## src/rtl/dpll_rx_pkg.sv

```systemverilog
package dpll_rx_pkg;
  // master clocks per phase tick for a given bit rate and oversampling ratio
  function automatic int unsigned ticks_div(input int unsigned mclk_hz,
                                            input int unsigned baud,
                                            input int unsigned osr);
    return mclk_hz / (baud * osr);
  endfunction

  typedef enum logic { RATE_LO = 1'b0, RATE_HI = 1'b1 } rate_e;
endpackage

```

## src/rtl/dpll_rate_div.sv

```systemverilog
module dpll_rate_div #(
  parameter int unsigned DIV_LO = 48,
  parameter int unsigned DIV_HI = 24
) (
  input  logic clk,
  input  logic rst_n,
  input  logic rate_hi,
  output logic tick
);
  localparam int unsigned DMAX = (DIV_LO > DIV_HI) ? DIV_LO : DIV_HI;
  localparam int unsigned CW   = (DMAX > 2) ? $clog2(DMAX) : 1;

  logic [CW-1:0] cnt_q;
  logic [CW-1:0] lim;

  always_comb begin
    lim  = dpll_rx_pkg::rate_e'(rate_hi) == dpll_rx_pkg::RATE_HI ?
           CW'(DIV_HI - 1) : CW'(DIV_LO - 1);
    tick = (cnt_q >= lim);
  end

  always_ff @(posedge clk) begin
    if (!rst_n)    cnt_q <= '0;
    else if (tick) cnt_q <= '0;
    else           cnt_q <= cnt_q + CW'(1);
  end
endmodule

```

## src/rtl/dpll_din_sync.sv

```systemverilog
module dpll_din_sync #(
  parameter int unsigned STAGES = 2
) (
  input  logic clk,
  input  logic rst_n,
  input  logic din,
  output logic din_s,
  output logic edge_p
);
  logic [STAGES:0] sh_q;

  always_ff @(posedge clk) begin
    if (!rst_n) sh_q[0] <= 1'b1;
    else        sh_q[0] <= din;
  end

  for (genvar g = 1; g <= STAGES; g++) begin : g_stage
    always_ff @(posedge clk) begin
      if (!rst_n) sh_q[g] <= 1'b1;
      else        sh_q[g] <= sh_q[g-1];
    end
  end

  assign din_s  = sh_q[STAGES-1];
  assign edge_p = sh_q[STAGES-1] ^ sh_q[STAGES];
endmodule

```

## src/rtl/dpll_phase_slew.sv

```systemverilog
module dpll_phase_slew #(
  parameter int unsigned PB = 6,
  parameter int unsigned CS = 2
) (
  input  logic                     clk,
  input  logic                     rst_n,
  input  logic                     tick,
  input  logic                     edge_p,
  output logic [PB-1:0]            phase_q,
  output logic [PB-1:0]            phase_nx,
  output logic signed [PB-CS:0]    pend_q,
  output logic                     mid_cross,
  output logic                     wrap
);
  localparam int unsigned PW = PB - CS + 1;

  logic signed [PB:0]   err;
  logic signed [PB:0]   corr;
  logic [1:0]           step;
  logic signed [PW-1:0] pend_nx;

  always_comb begin
    // distance from the current count to the ideal transition point (0)
    err  = -$signed({phase_q[PB-1], phase_q});
    corr = err >>> CS;
    if (!tick)            step = 2'd0;
    else if (pend_q > 0)  step = 2'd2;
    else if (pend_q < 0)  step = 2'd0;
    else                  step = 2'd1;
    phase_nx = phase_q + PB'(step);
    if (edge_p)                  pend_nx = $signed(corr[PW-1:0]);
    else if (tick && pend_q > 0) pend_nx = pend_q - PW'(1);
    else if (tick && pend_q < 0) pend_nx = pend_q + PW'(1);
    else                         pend_nx = pend_q;
    mid_cross = !phase_q[PB-1] &&  phase_nx[PB-1];
    wrap      =  phase_q[PB-1] && !phase_nx[PB-1];
  end

  always_ff @(posedge clk) begin
    if (!rst_n) begin
      phase_q <= '0;
      pend_q  <= '0;
    end else begin
      phase_q <= phase_nx;
      pend_q  <= pend_nx;
    end
  end
endmodule

```

## src/rtl/dpll_retimer.sv

```systemverilog
module dpll_retimer (
  input  logic clk,
  input  logic rst_n,
  input  logic nx_msb,
  input  logic mid_cross,
  input  logic wrap,
  input  logic din_s,
  output logic rclk,
  output logic rdata
);
  logic samp_q;

  always_ff @(posedge clk) begin
    if (!rst_n) begin
      samp_q <= 1'b1;
      rclk   <= 1'b1;
      rdata  <= 1'b1;
    end else begin
      rclk <= nx_msb;
      if (mid_cross) samp_q <= din_s;
      if (wrap)      rdata  <= samp_q;
    end
  end
endmodule

```

## src/rtl/dpll_rx_clkrec.sv

```systemverilog
module dpll_rx_clkrec #(
  parameter int unsigned MCLK_HZ     = 3686400,
  parameter int unsigned BAUD_LO     = 1200,
  parameter int unsigned BAUD_HI     = 2400,
  parameter int unsigned PHASE_BITS  = 6,
  parameter int unsigned CORR_SHIFT  = 2,
  parameter int unsigned SYNC_STAGES = 2
) (
  input  logic clk,
  input  logic rst_n,
  input  logic rate_hi,
  input  logic din,
  output logic rclk,
  output logic rdata
);
  localparam int unsigned OSR    = 1 << PHASE_BITS;
  localparam int unsigned DIV_LO = dpll_rx_pkg::ticks_div(MCLK_HZ, BAUD_LO, OSR);
  localparam int unsigned DIV_HI = dpll_rx_pkg::ticks_div(MCLK_HZ, BAUD_HI, OSR);
  localparam int unsigned PW     = PHASE_BITS - CORR_SHIFT + 1;

  logic                  tick;
  logic                  din_s;
  logic                  edge_p;
  logic [PHASE_BITS-1:0] phase_q;
  logic [PHASE_BITS-1:0] phase_nx;
  logic signed [PW-1:0]  pend_q;
  logic                  mid_cross;
  logic                  wrap;

  dpll_rate_div #(.DIV_LO(DIV_LO), .DIV_HI(DIV_HI)) u_div (
    .clk(clk), .rst_n(rst_n), .rate_hi(rate_hi), .tick(tick)
  );

  dpll_din_sync #(.STAGES(SYNC_STAGES)) u_sync (
    .clk(clk), .rst_n(rst_n), .din(din), .din_s(din_s), .edge_p(edge_p)
  );

  dpll_phase_slew #(.PB(PHASE_BITS), .CS(CORR_SHIFT)) u_slew (
    .clk(clk), .rst_n(rst_n), .tick(tick), .edge_p(edge_p),
    .phase_q(phase_q), .phase_nx(phase_nx), .pend_q(pend_q),
    .mid_cross(mid_cross), .wrap(wrap)
  );

  dpll_retimer u_rt (
    .clk(clk), .rst_n(rst_n), .nx_msb(phase_nx[PHASE_BITS-1]),
    .mid_cross(mid_cross), .wrap(wrap), .din_s(din_s),
    .rclk(rclk), .rdata(rdata)
  );
endmodule

```

## config.mk

```make
export PLATFORM = sky130hd
export DESIGN_NAME = dpll_rx_clkrec
export DESIGN_NICKNAME = d
export VERILOG_FILES = /design/src/rtl/dpll_rx_pkg.sv /design/src/rtl/dpll_rate_div.sv /design/src/rtl/dpll_din_sync.sv /design/src/rtl/dpll_phase_slew.sv /design/src/rtl/dpll_retimer.sv /design/src/rtl/dpll_rx_clkrec.sv
export SDC_FILE = /design/constraint.sdc
export NUM_CORES = 1
export LEC_CHECK = 0
export ABC_AREA = 1
export BUFFER_PORTS_ARGS = -buffer_cell sky130_fd_sc_hd__clkbuf_2
export CELL_PAD_IN_SITES_DETAIL_PLACEMENT = 1
export CELL_PAD_IN_SITES_GLOBAL_PLACEMENT = 1
export CORE_MARGIN = 2
export CORE_UTILIZATION = 43
export CTS_CLUSTER_SIZE = 25
export DETAILED_ROUTE_END_ITERATION = 6
export PLACE_DENSITY_LB_ADDON = 0.1
export SYNTH_ARGS = -nofsm -noshare
export SYNTH_HDL_FRONTEND = slang
export SYNTH_HIERARCHICAL = 1
export SYNTH_SLANG_ARGS = --single-unit
```

## constraint.sdc

```tcl
create_clock -name clk -period 2.7 [get_ports clk]
set_input_delay 0.135 -clock clk [delete_from_list [all_inputs] [get_ports clk]]
set_output_delay 0.135 -clock clk [all_outputs]
set_load 0.02 [all_outputs]
```

==> results of run 1 <==
==> power by group through the flow <==
stage | clock [mW] | sequential (mW) | combinational, mW
final | 0.160 | 0.363 | 0.0632
after global routing | 0.177 | 0.365 | 0.0724
after CTS | 0.172 | 0.363 | 0.0638
after detailed placement | 0 | 0.371 | 0.0623
after global placement | 0 | 0.369 | 0.0591
after floorplan | 0 | 0.368 | 0.0437
==> per-layer routing <==
metal,wire length [um],part of all wire,track usage,vias to the layer above
met5,0,0,0,-
met4,24,0.0086,0.0422,0
met3,60,0.022,0.0197,4
met2,1350,0.49,0.319,10
met1,1340,0.48,0.244,531
li1,-,-,-,602
==> critical path: cells and delay by family, from the launching register on <==
family,cells,cell delay (ns)
AOI/OAI and AO/OA,1,0.12
buffers and inverters,3,0.16
adders and majority gates,2,0.47
and+or+nand+nor,12,1.18
DFF,1,0.35
==> how the worst max path moves through the flow <==
stage,from,to,slack (ns),cells after the start
2_1_floorplan,u_div/cnt_q[5]$_SDFF_PP0_,u_rt/rclk$_SDFF_PN1_,0.62,14
3_3_place_gp,u_div/cnt_q[5]$_SDFF_PP0_,u_rt/samp_q$_SDFFE_PN1P_,0.33,14
3_5_place_dp,u_div/cnt_q[5]$_SDFF_PP0_,u_rt/samp_q$_SDFFE_PN1P_,0.26,14
4_1_cts,u_div/cnt_q[4]$_SDFF_PP0_,u_rt/samp_q$_SDFFE_PN1P_,0.24,14
5_1_grt,u_div/cnt_q[4]$_SDFF_PP0_,u_slew/pend_q[4]$_SDFFE_PN0P_,0.04,18
6_report,u_div/cnt_q[5]$_SDFF_PP0_,u_slew/pend_q[4]$_SDFFE_PN0P_,0.34,18
==> stage by stage <==
stage                     power [mW]  utilization  setup WS, ns  cell area [um^2]  hold WS (ns)
after floorplan                0.412            -         0.622              1300         0.204
after detailed placement       0.433        0.486         0.261              1360         0.315
after global placement         0.429        0.486         0.330              1360         0.305
final                          0.586        0.501         0.338              1410         0.202
after CTS                      0.598        0.500         0.237              1400         0.194
after global routing           0.614        0.501        0.0364              1410         0.216
==> placed cells by master (no fill, tap or decap), types with 4 or more instances in the layout <==
cell type	n
a21oi_1	8
clkbuf_2	5
dfxtp_1	23
ha_1	9
inv_1	32
inv_2	5
nand2_1	40
nand3_1	16
nor2_1	18
nor3_1	4
o21ai_0	4
o21ai_1	6
xor2_1	4
==> cell type report <==
cell class | instances | area [um^2] | share of cell area
timing repair buffer | 6 | 35.0 | 0.0249
clock buffer | 3 | 22.5 | 0.0160
clock inverter | 1 | 5.00 | 0.00356
inverter | 37 | 139 | 0.0988
tap | 31 | 38.8 | 0.0276
multi-input combinational | 125 | 706 | 0.502
sequential | 23 | 460 | 0.327
==> sequential cells by signal, summed over array words and instances (netlist names) <==
signal          count
u_div/cnt_q         6
u_slew/phase_q      6
u_slew/pend_q       5
u_sync/sh_q         2
u_rt/rclk           1
u_rt/rdata          1
u_rt/samp_q         1
u_sync/din_s        1
==> timing repair <==
action                                  in CTS  in global routing
resized for setup                            0                  1
endpoints found under the hold margin        1                  0
endpoints found under the setup margin       0                  3
hold buffers                                 1                  0
==> metrics.md, run 1 <==
| Metric | Value |
|---|---|
| Failing checks | `design-rule violations` |
| Sink Count | `23` |
| CTS root buf | `clkbuf_4` |
| Total leakage power | `0.736 nW` |
| Post-route antenna net violation count | `0` |
| Cell Chain, Critical Path | `ha_1 -> nand2_1 -> nor2_1 -> nand2_1 -> nand2_1 -> inv_2 -> nor2_4 -> nand3_1 -> nand2_1 -> inv_1 -> ha_1 -> inv_2 -> nand2_1 -> nand3_1 -> nand2_1 -> nand2_1 -> nand3_1 -> a21oi_1` |
| DRT iter0 DRCs | `42` |
| Slowest stage delay, CP | `0.35 ns` |
| Slew @ Worst Pin | `0.340 ns` |
| Wire per inst | `12.3 um` |
| DP HPWL | `2250 um` |
| GRT Total Usage | `0.183` |
| Switch share | `0.270` |
| Layout Skew | `0.00454 ns` |
| Clock power frac | `0.273` |
| Number of global-route vias before repair | `1115` |
| Placer Congestion | `0.772` |
| Post-layout min period | `2.36 ns` |
| Net Sw Power | `0.159 mW` |
| WP data required | `2.95 ns` |
| Crit. End Element | `flip-flop` |
| Dpl cells | `221` |
| Startpoint Class | `flip-flop` |
| TritonCTS clock tree | `yes` |
| Fmax | `0.423 GHz` |
| First-pass GRT wire length | `4890 um` |
| Unrepaired setup endpoints after global routing | `false` |
| Final nets | `209` |
| Starting Density | `0.463` |
| PwrDens | `417 mW/mm^2` |
| Initial antenna violation count | `0` |
| Number of hold violations in the final report | `0` |
| Fillers | `383` |
| Post-synthesis area per instance | `7.03 um^2` |
| Clock Path Buffers | `2` |
| Die height | `59.0 um` |
| Io pins | `6` |
| Max VDD drop | `239 uV` |
| Crit path DAT | `2.61 ns` |
| H-tree depth | `1` |
| Core ar. | `0.00281 mm^2` |
| Comb pwr share | `0.108` |
| Post-Syn Nets | `198` |
| Post-Route WL | `2780 um` |
| Period utilization | `0.875` |
| Total gr overflow | `0` |
| Die area | `0.00348 mm^2` |
| Maximum fanout along the worst path | `8` |
| Cell Area, Synth | `0.00130 mm^2` |
| R2r startpoint | `u_div/cnt_q[5]$_SDFF_PP0_` |
| Reg2reg setup slack | `0.34 ns` |
| Die Wd | `59.0 um` |
| Reg2reg path depth | `18` |
| Mapped Cells | `185` |
| Kind of critical path | `flip-flop to flip-flop` |
| Final setup fails | `0` |
| Relative slew slack | `0.773` |
| Post-CTS Setup Bufs | `0` |
| R2R Path End | `u_slew/pend_q[4]$_SDFFE_PN0P_` |
| N_diodes | `0` |
| Hold Crit Depth | `2` |
| Hold Path Class | `primary input to flip-flop` |
| CP most frequent cell | `nand2_1` |
| Drt pass-1 iters | `6` |
| CP max stage cell | `dfxtp_1` |
| Final non-filler cell total | `226` |
| Max-slew violations | `0` |
| Drt drc | `1` |
| Flop pwr share | `0.619` |
| Area Growth Syn to Fin | `8.18%` |
| Hold Path Sink | `u_rt/rclk$_SDFF_PN1_` |
| Synth Warn # | `6` |
| DR vias/cell | `5.08` |
| Internal | `0.428 mW` |
| Layout cells sized above 1 | `0.128` |
| I/O Buffers | `5` |
| Hold_sp | `rst_n` |
| Clk Latency, worst-skew pair | `0.31 ns` |
| Reg clk slew, reported paths | `0.13 ns` |
| Row Count | `19` |
| Largest net degree at the start of global routing | `16` |
| Max-Cap Viols | `0` |
| Num CTS Buffers | `3` |
| Via Count | `1147` |
| Setup TNS | `0 ns` |
| Outcome | `finished, violations left` |
(Power assumes the default switching activity.)
==> run 2: changes to the inputs <==
--- a/config.mk
+++ b/config.mk
@@ -7,7 +7,7 @@
 export LEC_CHECK = 0
 export ABC_AREA = 1
 export BUFFER_PORTS_ARGS = -buffer_cell sky130_fd_sc_hd__clkbuf_2
-export CELL_PAD_IN_SITES_DETAIL_PLACEMENT = 1
+export CELL_PAD_IN_SITES_DETAIL_PLACEMENT = 0
 export CELL_PAD_IN_SITES_GLOBAL_PLACEMENT = 1
 export CORE_MARGIN = 2
 export CORE_UTILIZATION = 43
==> run 2 against run 1 <==
Net effect: clock skew is 0.0018 ns lower; largest cell class unchanged; global-route usage fell by 2.6 points; flip-flop and latch count unchanged; fmax shrank 2.0%; the run still ends with design-rule violations left.
==> metrics.md, run 2 (synthesized netlist as in run 1, its figures left out) <==
| Metric | Value |
|---|---|
| Area Growth Syn to Fin | `7.70%` |
| TritonCTS clock tree | `yes` |
| DR vias/cell | `4.92 (-3.1%)` |
| Biggest regs | `u_div/cnt_q x6, u_slew/phase_q x6, u_slew/pend_q x5` |
| Number of global-route vias before repair | `993 (-11%)` |
| Placer Congestion | `0.772 (unchanged)` |
| CP max stage cell | `dfxtp_1` |
| Kind of critical path | `flip-flop to flip-flop` |
| Place WS | `0.257 ns (-0.00433 ns)` |
| Hold Path Class | `primary input to flip-flop` |
| Period utilization | `0.893 (+0.0182)` |
| Post-route antenna net violation count | `0 (unchanged)` |
| Crit. End Element | `flip-flop` |
| Grt met3 use | `0.0197 (unchanged)` |
| Core ar. | `0.00281 mm^2 (unchanged)` |
| Via Count | `1111 (-3.1%)` |
| Failing checks | `design-rule violations` |
| Finished Core Util | `0.499 (-0.00223)` |
| Total leakage power | `0.733 nW (-0.38%)` |
| Register area | `460 um^2 (unchanged)` |
| DRT iter0 DRCs | `44 (+4.8%)` |
| Fillers | `309 (-19%)` |
| Num CTS Buffers | `3 (unchanged)` |
| Final non-filler cell total | `226 (unchanged)` |
| Most common cell after layout, fill and taps aside | `nand2_1` |
| Post-route worst setup slack | `0.289 ns (-0.0491 ns)` |
| Fmax | `0.415 GHz (-2.0%)` |
| Pwr Total | `0.579 mW (-1.1%)` |
| Io pins | `6 (unchanged)` |
| Die Wd | `59.0 um (unchanged)` |
| Post-Route WL | `2350 um (-15%)` |
| Met1 Usage GRT | `0.224 (-0.0194)` |
| Total gr overflow | `0 (unchanged)` |
| Dpl cells | `221 (unchanged)` |
| DP HPWL | `1830 um (-19%)` |
| Reg clk slew, reported paths | `0.12 ns (about the same)` |
| Slew @ Worst Pin | `0.327 ns (-0.0133 ns)` |
| Clk Latency, worst-skew pair | `0.30 ns (about the same)` |
| Starting Density | `0.463 (unchanged)` |
| Unrepaired setup endpoints after global routing | `false` |
| Max-Cap Viols | `0 (unchanged)` |
| Post-CTS Setup Bufs | `0 (unchanged)` |
| Crit path DAT | `2.60 ns (about the same)` |
| Die height | `59.0 um (unchanged)` |
| Slowest stage delay, CP | `0.35 ns (about the same)` |
| Outcome | `finished, violations left` |
| PwrDens | `414 mW/mm^2 (-0.70%)` |
| Startpoint Class | `flip-flop` |
| Sum of buffers and inverters on the critical path | `2 (-1)` |
| Met2 Usage GRT | `0.248 (-0.0714)` |
| Final nets | `209 (unchanged)` |
| CTS root buf | `clkbuf_4` |
| Gr busiest metal | `met2` |
| Drt drc | `1 (unchanged)` |
| Post-layout min period | `2.41 ns (+0.0491 ns)` |
| Wire per inst | `10.4 um (-15%)` |
| Max-slew violations | `0 (unchanged)` |
| GRT Total Usage | `0.157 (-0.0261)` |
| First-pass GRT wire length | `4280 um (-12%)` |
| Layout cells sized above 1 | `0.118 (-0.0103)` |
| Footprint of the multi-input gates | `701 um^2 (-0.71%)` |
| Maximum fanout along the worst path | `3 (-5)` |
| Commonest non-fill, non-tap cells in the layout | `40 x nand2_1, 32 x inv_1, 23 x dfxtp_1` |
| Relative slew slack | `0.782 (+0.00890)` |
| Drt pass-1 iters | `7 (+1)` |
| Largest net degree at the start of global routing | `16 (unchanged)` |
| CP most frequent cell | `nand2_1` |
| Final setup fails | `0 (unchanged)` |
| N_diodes | `0 (unchanged)` |
| Row Count | `19 (unchanged)` |
| H-tree depth | `1 (unchanged)` |
| CP delay by family, top | `simple AND/OR/NAND/NOR gates` |
| Setup TNS | `0 ns (unchanged)` |
| Layout Skew | `0.00275 ns (-0.00179 ns)` |
| Sink Count | `23 (unchanged)` |
| Max VDD drop | `225 uV (-5.8%)` |
| Clock Path Buffers | `2 (unchanged)` |
| Die area | `0.00348 mm^2 (unchanged)` |
| Number of hold violations in the final report | `0 (unchanged)` |
| Initial antenna violation count | `0 (unchanged)` |
| I/O Buffers | `5 (unchanged)` |
| Cell Chain, Critical Path | `ha_1 -> nand2_1 -> nor2_1 -> nand2_1 -> nand2_1 -> inv_2 -> nor3_1 -> ha_1 -> o211ai_2 -> nor3_1 -> ha_1 -> inv_1 -> nand2_1 -> nand3_1` |
| WP data required | `2.89 ns (-0.06 ns)` |
## run 2: cell count changes in the layout (fill, tap and decap cells not counted)
cell	before	now
clkbuf_1	0	1
clkinv_2	1	0
nor3_1	4	5
nor3_2	2	1
## run 2: what timing repair did
item	4_1_cts	5_1_grt
hold buffers	1	0
resized for setup	0	0
endpoints found under the hold margin	1	0
## run 2: worst paths after layout
check / start / to / slack [ns] / cells past startpoint
setup / recovery: u_div/cnt_q[5]$_SDFF_PP0_ / u_rt/samp_q$_SDFFE_PN1P_ / 0.29 / 14
hold / removal: rst_n / u_sync/sh_q[2]$_SDFF_PN1_ / 0.20 / 2
hold reg to reg: u_sync/sh_q[0]$_SDFF_PN1_ / u_sync/din_s$_SDFF_PN1_ / 0.43 / 2
setup reg to reg: u_div/cnt_q[5]$_SDFF_PP0_ / u_rt/samp_q$_SDFFE_PN1P_ / 0.29 / 14
## run 2: final cells by class
| cell class | count | share of cell area |
|---|---|---|
| multi-input cells | 125 | 0.500 |
| flip-flops and latches | 23 | 0.329 |
| repair buffers | 6 | 0.0250 |
| inverters | 37 | 0.0992 |
| well taps | 31 | 0.0277 |
| clock buffers | 4 | 0.0188 |
## run 2: per-stage QoR
step	hold WS, ns	cell area, um^2
3_5_place_dp	0.311	1360
2_1_floorplan	0.204	1300
6_report	0.205	1400
3_3_place_gp	0.305	1360
5_1_grt	0.218	1400
4_1_cts	0.209	1400
## run 2: power breakdown
part	switching [mW]	internal (mW)	total (mW)
clock	0.0987	0.0575	0.156
combinational	0.0397	0.0217	0.0614
sequential	0.0116	0.350	0.362
total	0.150	0.429	0.579
## run 2: metal layers
metal  share of wire  vias to the layer above
met5               0                        -
met4          0.0081                        0
met3           0.033                        2
met2            0.46                       20
met1            0.50                      485
li1                -                      604
==> run 3: changes to the inputs <==
--- a/config.mk
+++ b/config.mk
@@ -14,6 +14,7 @@
 export CTS_CLUSTER_SIZE = 25
 export DETAILED_ROUTE_END_ITERATION = 6
 export PLACE_DENSITY_LB_ADDON = 0.1
+export RECOVER_POWER = 100
 export SYNTH_ARGS = -nofsm -noshare
 export SYNTH_HDL_FRONTEND = slang
 export SYNTH_HIERARCHICAL = 1
==> run 3 against run 2 <==
Net effect: clock skew increased by 0.0031 ns; the flow still finishes with violations (design-rule violations); routed wire length about the same; largest power group unchanged; highest routed layer unchanged; sequential share of layout area increased by 0.18 points; die area unchanged; sequential power about the same; largest cell class unchanged; cell area decreased by 0.54%; register-to-register slack about the same; combinational power decreased by 2%; critical path type unchanged; global-route usage unchanged.
==> metrics.md, run 3 (synthesized netlist as in run 1, its figures left out) <==
| Metric | Value |
|---|---|
| Largest net degree at the start of global routing | `16 (unchanged)` |
| Max-slew violations | `0 (unchanged)` |
| Commonest non-fill, non-tap cells in the layout | `40 x nand2_1, 33 x inv_1, 23 x dfxtp_1` |
| Unrepaired setup endpoints after global routing | `false` |
| Placer Congestion | `0.772 (unchanged)` |
| WP data required | `2.89 ns (about the same)` |
| Failing checks | `design-rule violations` |
| Via Count | `1096 (-1.4%)` |
| Final Cell Area | `0.00139 mm^2 (-0.54%)` |
| Maximum fanout along the worst path | `3 (unchanged)` |
| Total gr overflow | `0 (unchanged)` |
| Post-layout min period | `2.40 ns (-0.0139 ns)` |
| Reg clk slew, reported paths | `0.12 ns (about the same)` |
| N_diodes | `0 (unchanged)` |
| Final nets | `209 (unchanged)` |
| Kind of critical path | `flip-flop to flip-flop` |
| TritonCTS clock tree | `yes` |
| Num CTS Buffers | `3 (unchanged)` |
| Total leakage power | `0.723 nW (-1.4%)` |
| Most common cell after layout, fill and taps aside | `nand2_1` |
| Drt drc | `1 (unchanged)` |
| Period utilization | `0.888 (-0.00517)` |
| Number of hold violations in the final report | `0 (unchanged)` |
| Post-route worst setup slack | `0.303 ns (+0.0139 ns)` |
| Die area | `0.00348 mm^2 (unchanged)` |
| Cell Area, Placed | `0.00136 mm^2 (unchanged)` |
| Finished Core Util | `0.496 (-0.00268)` |
| First-pass GRT wire length | `4280 um (unchanged)` |
| Clk Latency, worst-skew pair | `0.30 ns (about the same)` |
| Place WS | `0.257 ns (unchanged)` |
| Sink Count | `23 (unchanged)` |
| Initial antenna violation count | `0 (unchanged)` |
| Core ar. | `0.00281 mm^2 (unchanged)` |
| Startpoint Class | `flip-flop` |
| DP HPWL | `1830 um (unchanged)` |
| Final non-filler cell total | `226 (unchanged)` |
| Layout cells sized above 1 | `0.0872 (-0.0308)` |
| Starting Density | `0.463 (unchanged)` |
| Row Count | `19 (unchanged)` |
| Final setup fails | `0 (unchanged)` |
| PwrDens | `417 mW/mm^2 (+0.69%)` |
| Die height | `59.0 um (unchanged)` |
| Hold Path Class | `primary input to flip-flop` |
| GRT Total Usage | `0.157 (unchanged)` |
| Number of global-route vias before repair | `993 (unchanged)` |
| Post-CTS Resized | `0 (unchanged)` |
| DR vias/cell | `4.85 (-1.4%)` |
| Io pins | `6 (unchanged)` |
| Setup TNS | `0 ns (unchanged)` |
| Max-Cap Viols | `0 (unchanged)` |
| Post-route antenna net violation count | `0 (unchanged)` |
| Layout Skew | `0.00582 ns (+0.00307 ns)` |
| Outcome | `finished, violations left` |
| CTS root buf | `clkbuf_4` |
| Die Wd | `59.0 um (unchanged)` |
| Reg2reg setup slack | `0.30 ns (about the same)` |
| Slew @ Worst Pin | `0.321 ns (-0.00600 ns)` |
| Crit path DAT | `2.59 ns (about the same)` |
| Area Growth Syn to Fin | `7.12%` |
| Clock Path Buffers | `2 (unchanged)` |
| DRT iter0 DRCs | `38 (-14%)` |
| Wire per inst | `10.4 um (about the same)` |
| Max VDD drop | `225 uV (about the same)` |
| Fmax | `0.417 GHz (+0.58%)` |
| Crit. End Element | `flip-flop` |
| H-tree depth | `1 (unchanged)` |
| Relative slew slack | `0.786 (+0.00400)` |
| Dpl cells | `221 (unchanged)` |
| Drt pass-1 iters | `6 (-1)` |
| I/O Buffers | `5 (unchanged)` |
| Post-Route WL | `2360 um (about the same)` |
| Biggest regs | `u_div/cnt_q x6, u_slew/phase_q x6, u_slew/pend_q x5` |
run 3: final timing paths:
kind / depth (start not counted) / end / startpoint
min: 2 / u_sync/sh_q[2]$_SDFF_PN1_ / rst_n
min reg2reg: 2 / u_sync/din_s$_SDFF_PN1_ / u_sync/sh_q[0]$_SDFF_PN1_
max reg2reg: 14 / u_rt/samp_q$_SDFFE_PN1P_ / u_div/cnt_q[5]$_SDFF_PP0_
max: 14 / u_rt/samp_q$_SDFFE_PN1P_ / u_div/cnt_q[5]$_SDFF_PP0_
run 3: report_power, final:
group          internal [mW]  switching (mW)  leakage [nW]
clock                 0.0575           0.101        0.0150
combinational         0.0211          0.0393         0.521
sequential             0.350          0.0116         0.188
run 3: per-layer routing:
layer	vias up	global-route usage	share of wire
met5	-	0	0
met3	2	0.0197	0.022
met4	0	0.0487	0.0081
li1	603	-	-
met2	10	0.248	0.46
met1	481	0.224	0.51
run 3: final cells by class:
type	count	area, um^2
tap	31	38.8
inverter	37	139
fill	311	1410
sequential	23	460
clock buffer	4	26.3
timing repair buffer	6	32.5
multi-input combinational	125	696
run 3: worst max-delay path: stages (launching register included):
cell,delay (ns)
dfxtp_1,0.35
ha_1,0.29
nand2_1,0.07
nor2_1,0.08
nand2_1,0.07
nand2_1,0.11
inv_1,0.09
nor3_1,0.22
ha_1,0.25
o211ai_2,0.12
nor3_1,0.26
ha_1,0.23
inv_1,0.04
nand2_1,0.04
nand3_1,0.06
run 3: through the flow:
stage                     total power [mW]  hold slack (ns)
after CTS                            0.590            0.209
after floorplan                      0.412            0.204
after global routing                 0.613            0.210
after detailed placement             0.430            0.311
final                                0.580            0.201
after global placement               0.429            0.305
run 3: repair_timing:
action,4_1_cts,5_1_grt
hold buffers,1,0
hold endpoints to repair,1,0
setup buffers,0,0
